<file path="src/rtl/dts_autopoll_pkg.sv">
package dts_autopoll_pkg;
   // Sequencer state: idle, request pending grant, granted poll in flight
   typedef enum logic [1:0] {
      PS_IDLE = 2'd0,
      PS_REQ  = 2'd1,
      PS_WAIT = 2'd2
   } poll_state_e;
endpackage

</file>
<file path="src/rtl/dts_interval_timer.sv">
// Two-stage interval timer: a shared prescaler and a per-channel tick count.
module dts_interval_timer #(
   parameter int DIV_W  = 8,
   parameter int RATE_W = 8
) (
   input  logic              clk,
   input  logic              rst_n,
   input  logic              run_en,
   input  logic [DIV_W-1:0]  base_div,
   input  logic [RATE_W-1:0] poll_rate,
   output logic              due
);
   logic [DIV_W-1:0]  pre_q;
   logic [RATE_W-1:0] tick_q;
   logic              due_q;

   always_ff @(posedge clk or negedge rst_n) begin
      if (!rst_n) begin
         pre_q  <= '0;
         tick_q <= '0;
         due_q  <= 1'b0;
      end else if (!run_en) begin
         pre_q  <= '0;
         tick_q <= '0;
         due_q  <= 1'b0;
      end else if (!due_q) begin
         if (pre_q >= base_div) begin
            pre_q <= '0;
            if (tick_q >= poll_rate) begin
               tick_q <= '0;
               due_q  <= 1'b1;
            end else begin
               tick_q <= tick_q + 1'b1;
            end
         end else begin
            pre_q <= pre_q + 1'b1;
         end
      end
   end

   assign due = due_q;
endmodule

</file>
<file path="src/rtl/dts_slot_pick.sv">
// Round-robin pick of the next present slot after the last visited one.
module dts_slot_pick #(
   parameter int NSLOT  = 8,
   parameter int SLOT_W = 3
) (
   input  logic [NSLOT-1:0]  present,
   input  logic [SLOT_W-1:0] last_slot,
   output logic [SLOT_W-1:0] pick,
   output logic              any_present
);
   logic [SLOT_W-1:0] cand [NSLOT];
   logic [NSLOT-1:0]  hit;

   // cand[k] is the slot k+1 positions after last_slot, circularly
   for (genvar k = 0; k < NSLOT; k++) begin : g_cand
      logic [SLOT_W:0] sum;
      assign sum     = {1'b0, last_slot} + (SLOT_W+1)'(k + 1);
      assign cand[k] = (sum >= (SLOT_W+1)'(NSLOT)) ? SLOT_W'(sum - (SLOT_W+1)'(NSLOT))
                                                    : SLOT_W'(sum);
      assign hit[k]  = present[cand[k]];
   end

   always_comb begin
      pick = last_slot;
      for (int k = NSLOT - 1; k >= 0; k--) begin
         if (hit[k]) pick = cand[k];
      end
   end

   assign any_present = |present;
endmodule

</file>
<file path="src/rtl/dts_poll_status.sv">
// Status fields written by the poller: last slot, error flag, read word.
module dts_poll_status #(
   parameter int SLOT_W = 3,
   parameter int DATA_W = 16,
   parameter int INIT_SLOT = 7
) (
   input  logic              clk,
   input  logic              rst_n,
   input  logic              poll_done,
   input  logic              poll_nack,
   input  logic [SLOT_W-1:0] poll_slot,
   input  logic [DATA_W-1:0] poll_data,
   input  logic              sw_nack,
   input  logic              err_clr,
   output logic [SLOT_W-1:0] last_slot,
   output logic              err_flag,
   output logic [DATA_W-1:0] temp_word
);
   logic [SLOT_W-1:0] last_q;
   logic              err_q;
   logic [DATA_W-1:0] word_q;
   logic              err_set;

   assign err_set = (poll_done && poll_nack) || sw_nack;

   always_ff @(posedge clk or negedge rst_n) begin
      if (!rst_n) begin
         last_q <= SLOT_W'(INIT_SLOT);
         err_q  <= 1'b0;
         word_q <= '0;
      end else begin
         if (poll_done) last_q <= poll_slot;
         if (poll_done && !poll_nack) word_q <= poll_data;
         if (err_set)      err_q <= 1'b1;
         else if (err_clr) err_q <= 1'b0;
      end
   end

   assign last_slot = last_q;
   assign err_flag  = err_q;
   assign temp_word = word_q;
endmodule

</file>
<file path="src/rtl/dts_autopoll.sv">
module dts_autopoll
   import dts_autopoll_pkg::*;
#(
   parameter int NSLOT        = 8,
   parameter int DIV_W        = 8,
   parameter int RATE_W       = 8,
   parameter int DATA_W       = 16,
   parameter bit PTR_REUSE_OK = 1'b1,
   localparam int SLOT_W      = (NSLOT > 1) ? $clog2(NSLOT) : 1
) (
   input  logic              clk,
   input  logic              rst_n,
   input  logic              poll_en,
   input  logic [NSLOT-1:0]  slot_present,
   input  logic              reuse_ptr,
   input  logic [DIV_W-1:0]  base_div,
   input  logic [RATE_W-1:0] poll_rate,
   input  logic              sw_nack,
   input  logic              err_clr,
   output logic              eng_req,
   output logic [SLOT_W-1:0] eng_slot,
   output logic              eng_ptr_wr,
   input  logic              eng_grant,
   input  logic              eng_done,
   input  logic              eng_nack,
   input  logic [DATA_W-1:0] eng_rdata,
   output logic              busy,
   output logic [SLOT_W-1:0] last_slot,
   output logic              err_flag,
   output logic [DATA_W-1:0] temp_word
);
   // Elaboration-time parameter checks
   if (NSLOT < 2) begin : g_bad_nslot
      $error("dts_autopoll: NSLOT must be at least 2");
   end
   if (DIV_W < 1 || RATE_W < 1 || DATA_W < 1) begin : g_bad_width
      $error("dts_autopoll: widths must be positive");
   end

   poll_state_e       state_q;
   logic [SLOT_W-1:0] cur_slot_q;
   logic              cur_ptr_q;
   logic              due;
   logic              any_present;
   logic [SLOT_W-1:0] next_slot;
   logic              ptr_sel;
   logic              launch;
   logic              poll_done;

   // Pointer style: honour the software choice, or always rewrite
   if (PTR_REUSE_OK) begin : g_ptr_sel
      assign ptr_sel = !reuse_ptr;
   end else begin : g_ptr_fixed
      logic unused_reuse;
      assign unused_reuse = reuse_ptr;
      assign ptr_sel      = 1'b1;
   end

   dts_interval_timer #(
      .DIV_W  (DIV_W),
      .RATE_W (RATE_W)
   ) u_timer (
      .clk       (clk),
      .rst_n     (rst_n),
      .run_en    (poll_en && (state_q == PS_IDLE)),
      .base_div  (base_div),
      .poll_rate (poll_rate),
      .due       (due)
   );

   dts_slot_pick #(
      .NSLOT  (NSLOT),
      .SLOT_W (SLOT_W)
   ) u_pick (
      .present     (slot_present),
      .last_slot   (last_slot),
      .pick        (next_slot),
      .any_present (any_present)
   );

   assign launch    = (state_q == PS_IDLE) && poll_en && due && !err_flag && any_present;
   assign poll_done = (state_q == PS_WAIT) && eng_done;

   always_ff @(posedge clk or negedge rst_n) begin
      if (!rst_n) begin
         state_q    <= PS_IDLE;
         cur_slot_q <= '0;
         cur_ptr_q  <= 1'b1;
      end else begin
         unique case (state_q)
            PS_IDLE: begin
               if (launch) begin
                  state_q    <= PS_REQ;
                  cur_slot_q <= next_slot;
                  cur_ptr_q  <= ptr_sel;
               end
            end
            PS_REQ: begin
               if (eng_grant)     state_q <= PS_WAIT;
               else if (!poll_en) state_q <= PS_IDLE;
            end
            PS_WAIT: begin
               if (eng_done) state_q <= PS_IDLE;
            end
            default: state_q <= PS_IDLE;
         endcase
      end
   end

   dts_poll_status #(
      .SLOT_W    (SLOT_W),
      .DATA_W    (DATA_W),
      .INIT_SLOT (NSLOT - 1)
   ) u_status (
      .clk       (clk),
      .rst_n     (rst_n),
      .poll_done (poll_done),
      .poll_nack (eng_nack),
      .poll_slot (cur_slot_q),
      .poll_data (eng_rdata),
      .sw_nack   (sw_nack),
      .err_clr   (err_clr),
      .last_slot (last_slot),
      .err_flag  (err_flag),
      .temp_word (temp_word)
   );

   assign eng_req    = (state_q == PS_REQ);
   assign eng_slot   = cur_slot_q;
   assign eng_ptr_wr = cur_ptr_q;
   assign busy       = (state_q != PS_IDLE);
endmodule

</file>
<file path="config.mk">
export PLATFORM = sky130hd
export DESIGN_NAME = dts_autopoll
export DESIGN_NICKNAME = d
export VERILOG_FILES = /design/src/rtl/dts_autopoll_pkg.sv /design/src/rtl/dts_interval_timer.sv /design/src/rtl/dts_slot_pick.sv /design/src/rtl/dts_poll_status.sv /design/src/rtl/dts_autopoll.sv
export SDC_FILE = /design/constraint.sdc
export NUM_CORES = 1
export LEC_CHECK = 0
export ABC_AREA = 1
export BUFFER_PORTS_ARGS = -buffer_cell sky130_fd_sc_hd__buf_2
export CAP_MARGIN = 40
export CORE_MARGIN = 2
export CORE_UTILIZATION = 54
export CTS_CLUSTER_DIAMETER = 50
export DETAILED_ROUTE_END_ITERATION = 16
export GPL_ROUTABILITY_DRIVEN = 0
export PLACE_DENSITY = 0.83
export RECOVER_POWER = 25
export SLEW_MARGIN = 10
export SYNTH_ARGS = -nofsm -noshare
export SYNTH_HDL_FRONTEND = slang
export SYNTH_HIERARCHICAL = 1
export SYNTH_SLANG_ARGS = --single-unit
</file>
<file path="constraint.sdc">
create_clock -name clk -period 2.6 [get_ports clk]
set_input_delay 0.52 -clock clk [delete_from_list [all_inputs] [get_ports clk]]
set_output_delay 0.52 -clock clk [all_outputs]
set_load 0.01 [all_outputs]
</file>
; Word-level counts from Yosys, hierarchy flattened
; Index checks and enable logic that the tools add are counted.
[word_totals]
elab_cells = 120
reg_bits = 43
inputBits = 49
output_inout_bits = 26
[classes]
n_addsub = 18
eq_ne = 7
n_mux = 50
order_cmp = 18
n_reduce_logical = 18
[ops]
columns = op, count
row1 = two-way mux 8 bit, 7
row2 = two-way mux 3 bit, 16
row3 = greater-or-equal comparator 4 bit (second input constant), 8
row4 = < comparator 3 x 4 -> 1 bit (second input constant), 8
row5 = binary-select mux 1 bit (select 3 bit), 8
row6 = subtractor 3 x 1 -> 3 bit (second input constant), 8
row7 = adder 3 x 3 -> 4 bit (second input constant), 4
row8 = adder 8 x 1 -> 8 bit (second input constant), 2
row9 = greater-or-equal comparator 8 bit, 2
row10 = two-way mux 1 bit, 14
row11 = adder 3 x 2 -> 4 bit (second input constant), 2
row12 = two-way mux 2 bit, 4
row13 = != test 2 bit (second input constant), 4
row14 = OR reduction 8 bit, 1
row15 = logical AND 1 bit, 7
row16 = case mux 2 bit (3 select lines), 1
row17 = adder 3 x 1 -> 4 bit (second input constant), 1
row18 = adder 3 x 4 -> 4 bit (second input constant), 1
row19 = AND reduction 2 bit, 2
row20 = nonzero test 2 bit, 2
row21 = zero test 1 bit, 3
row22 = != test 3 x 2 -> 1 bit (second input constant), 1
row23 = AND reduction 3 bit, 1
row24 = equality test 2 x 1 -> 1 bit (second input constant), 1
row25 = other kinds (3), 3

; Longest topological paths before layout
[logic_depth]
word_depth = 13
depth_mapped = 18
depth_no_buf = 17

; Modules after synthesis
; The synthesis kept the hierarchy.
[modules_own_cells]
columns = mod, cells_each, seq_area_each_um2, n_inst, area_each_um2
row1 = dts_interval_timer, 183, 425.4, 1, 1357.6
row2 = dts_poll_status, 87, 504.2, 1, 793.3
row3 = dts_slot_pick, 128, 0.0, 1, 651.9
row4 = dts_autopoll, 41, 151.4, 1, 304.0

; Least setup slack after synthesis
; OpenSTA, ideal clock, no wires.
[synth_timing]
path_kind = flip-flop to flip-flop
from = register u_status.last_q[1], in the netlist u_status/last_slot[1]
to = register cur_slot_q[0], in the netlist eng_slot[0]
path_buffers = 1
arrival_time_ps = 2034
setup_slack_ps = 450
t_required_ps = 2483
stages_incl_launch_ff = 19
period_less_slack_ps = 2150
setup_time_ps = 117
path_cell_list = dfstp_2 -> buf_4 -> inv_2 -> ha_1 -> inv_2 -> nand3_1 -> nand3_1 -> nand2_1 -> nand2_1 -> nand2_1 -> nand2_1 -> nand2_1 -> nand2_2 -> nand2_1 -> nand2_1 -> nand2_1 -> inv_1 -> nand2_1 -> nand2_1
[synth_via]
elab_chain_len = 13
elab_cells_between_ends = 56
classes_between = 16 x add/sub / 8 x order compare / 32 x mux
[synth_lines]
columns = element, line
row1 = from (decl), dts_poll_status.sv:19  ; logic [SLOT_W-1:0] last_q;
row2 = from (signal assigned), dts_poll_status.sv:28  ; last_q <= SLOT_W'(INIT_SLOT);
row3 = from (signal assigned), dts_poll_status.sv:32  ; if (poll_done) last_q <= poll_slot;
row4 = adder 3 x 4 -> 4 bit, dts_slot_pick.sv:17  ; assign sum = {1'b0, last_slot} + (SLOT_W+1)'(k + 1);
row5 = greater-or-equal comparator 4 bit or subtractor 3 x 1 -> 3 bit (tied branches), dts_slot_pick.sv:18  ; assign cand[k] = (sum >= (SLOT_W+1)'(NSLOT)) ? SLOT_W'(sum - (SLOT_W+1)'(NSLOT))
row6 = two-way mux 3 bit, dts_slot_pick.sv:18
row7 = binary-select mux 1 bit (select 3 bit), dts_slot_pick.sv:20  ; assign hit[k] = present[cand[k]];
row8 = two-way mux 1 bit (implied by the code), dts_slot_pick.sv:20
row9 = two-way mux 3 bit (7 in a row), dts_slot_pick.sv:26  ; if (hit[k]) pick = cand[k];
row10 = two-way mux 3 bit *, dts_slot_pick.sv:26
row11 = net next_slot[0], dts_autopoll.sv:45  ; logic [SLOT_W-1:0] next_slot;
row12 = to (signal assigned), dts_autopoll.sv:94  ; cur_slot_q <= next_slot;
row13 = to (decl), dts_autopoll.sv:41  ; logic [SLOT_W-1:0] cur_slot_q;
; The timed path passes the listed nets; every way through them passes the cells marked *. The select of a mux whose other input is x is not followed.
; A chain may end at the register's enable or synchronous reset.

; Final worst setup path
[layout_timing]
from = register u_status.last_q[0], in the netlist u_status/last_slot[0]
to = register cur_slot_q[1], in the netlist eng_slot[1]
; The elaborated chain is that of the path after synthesis.

==> flow_summary.yaml <==
cts:
  post_cts_buffers: 0
  cts_hold_buf: 0
  clock_sinks: 43
  insertion_delay_ps: 290
  cts_tree: "done"
  cts.repair.resized: 0
  htreeDepth: 2
  numCtsBuffers: 5
  root_buffer: "clkbuf_8"
  cts_buffer_depth: 2
  clk_pin_slew_ps: 80
synthesis:
  async_flop_share: 1.00
  synth_cell_types: 36
  syn_inst: 439
  synth.ff_latch_count: 43
  ys_warn_count: 6
  synth_nets: 508
  netlist_area_um2: 3110
  synth.top_cells.by_area: "dfrtp_1, nand2_1, nand3_1"
  synth_top_area_frac: 0.314
  ys.flop_type: "dfrtp_1"
  yosysTopAreaCell: "dfrtp_1"
  avgSynthCellArea_um2: 7.08
  synth_edf_count: 0
  ys_seq_area_frac: 0.348
die:
  die_w_um: 79.9
  die_h_um: 79.9
  design.core.area_um2: 5540
  dieArea_um2: 6380
  io_pins: 75
  row_count: 27
  start_util: 0.561
cells_and_area:
  num_antenna_cells: 0
  multi_input_area_um2: 1710
  postLayoutCoreUtil: 0.660
  final_common_cell: "nand2_1"
  fin_nets: 584
  layout-drive-gt1-share: 0.254
  syn2layout_area_growth_pct: 17.6
  final_cell_mix: "nand2_1, buf_2, inv_1, nand3_1, dfrtp_1"
  register_area_um2: 1080
  fillers: 502
min_path:
  hp-class: "in -> async"
critical_path:
  worstSetupPathType: "reg -> reg"
  regToRegSetupSlack_ps: 210
  rr_worst_depth: 16
  cp.arrival_ps: 2570
  critPathMaxStageDelay_ps: 710
  r2r_start: "u_status/last_slot[0]"
  path_common_cell: "nand2_1"
  cp_slowest_cell: "dfstp_2"
  cp_cell_sequence: "inv_8 -> ha_1 -> inv_2 -> nand3_1 -> nand3_1 -> nand2_1 -> nand2_1 -> nand3_1 -> nand2_1 -> nand2_1 -> nand2_1 -> nand2_1 -> nand2_1 -> nand2_1 -> nand2_1 -> nand2_1"
  end_kind: "flop"
  cp_max_fo: 13
  cp.required_ps: 2790
  critPathLaunch: "u_status/last_slot[0]"
  startpoint_type: "flop"
timing:
  max_slew.worst_pin.slew_ps: 1050
  period_needed_ps: 2390
  hold_viol: 0
  slew_viol_final: 0
  max_freq_ghz: 0.419
  final.setup_skew_ps: 9.93
  setup_viol: 0
  finalCritPeriodShare: 0.918
  fin_tns_setup_ps: 0
  relSlewSlack: 0.302
  rsz0062_at_grt: "false"
route:
  ant_nets: 0
  vias: 3045
  drc: 0
  drt_iter0_drc: 131
  wl_um: 6970
  wl_per_cell_um: 11.8
  avgViaCountPerCell: 5.18
  first_pass_iters: 5
run_status:
  status: "finished clean"
grt:
  grt_max_degree: 24
  grt_use_total: 0.234
  grt_pass1_vias: 2877
  antenna_found_initial: 0
  grt_overflow: 0
  grt_pass1_wl_um: 12000
power_and_ir_drop:
  p_per_area_nw_per_um2: 515
  ir_drop_mv: 0.350
  p_leak_nw: 2.18
flow_run:
  drv_cap: 0
placed_design:
  hpwl_um: 5510
  numPortBuffers: 74
-- area by class of cell --
cell class              instances  share of cell area
clock buffers                   6              0.0199
clock inverters                 2              0.0164
inverters                      65              0.0695
multi-input cells             323               0.467
flip-flops and latches         43               0.296
well taps                      72              0.0246
repair buffers                 77               0.106
-- cell usage after synthesis (2+ instances only) --
| cell | number |
|---|---|
| inv_2 | 10 |
| nand4_1 | 4 |
| nand3_1 | 53 |
| nor2_1 | 18 |
| ha_1 | 20 |
| nand2_4 | 2 |
| xor2_1 | 6 |
| inv_1 | 53 |
| nor4_1 | 2 |
| dfrtp_1 | 39 |
| a21oi_1 | 11 |
| nand3_2 | 3 |
| nor2_4 | 3 |
| buf_4 | 2 |
| buf_2 | 3 |
| xnor2_1 | 4 |
| nand2_2 | 14 |
| buf_6 | 3 |
| nand3b_1 | 2 |
| o21ai_0 | 7 |
| dfstp_2 | 4 |
| nand2_1 | 158 |
| nor2_2 | 5 |
-- worst paths after layout --
| check | endpoint |
|---|---|
| max | eng_slot[1] |
| min | u_status/temp_word[0] |
| max reg2reg | eng_slot[1] |
| min reg2reg | u_status/temp_word[5] |
| max in group asynchronous | u_timer/tick_q[4] |
| min in group clk | state_q[1] |
-- metal layers --
layer  vias to the layer above  GRT usage  wire length [um]
li1                       1526          -                 -
met1                      1376      0.296              3120
met2                       120      0.403              3260
met3                        23     0.0475               452
met4                         0     0.0712               137
met5                         -          0                 0
-- power by group --
part | internal, mW | switching, mW
logic | 0.199 | 0.320
clock network | 0.384 | 0.225
registers | 0.712 | 0.0424
total | 1.29 | 0.587
-- through the flow --
step | instance area, um^2 | power (mW) | hold WS (ps) | setup WS (ps) | instances
2_1_floorplan | 3110 | 1.13 | 224 | 450 | 439
3_3_place_gp | 3530 | 1.26 | 452 | 387 | 580
3_5_place_dp | 3530 | 1.28 | 454 | 275 | 580
4_1_cts | 3660 | 1.89 | 165 | 258 | 588
5_1_grt | 3650 | 2.00 | 415 | 46.4 | 588
6_report | 3650 | 1.88 | 387 | 214 | 588
-- critical path, delay by kind of cell, from the launching register on --
kind / cells / cell delay, ps
simple gates: 13 / 950
flops: 1 / 710
fa+ha+maj: 1 / 410
buf+inv: 2 / 230
-- logic make-up after synthesis --
group / count (synthesis) / share of synthesized area
fa+ha+maj: 20 / 0.0805
flops: 43 / 0.348
buf+inv: 73 / 0.102
compound gates: 23 / 0.0407
xor+xnor: 11 / 0.0334
simple gates: 269 / 0.395
-- sequential cells by signal, indices dropped and copies added (netlist names) --
register            cells
eng_ptr_wr              1
eng_slot                3
u_timer/pre_q           8
u_status/temp_word     16
u_status/err_flag       1
state_q                 2
u_status/last_slot      3
u_timer/due             1
u_timer/tick_q          8
Power figures use the tool's default switching activity.
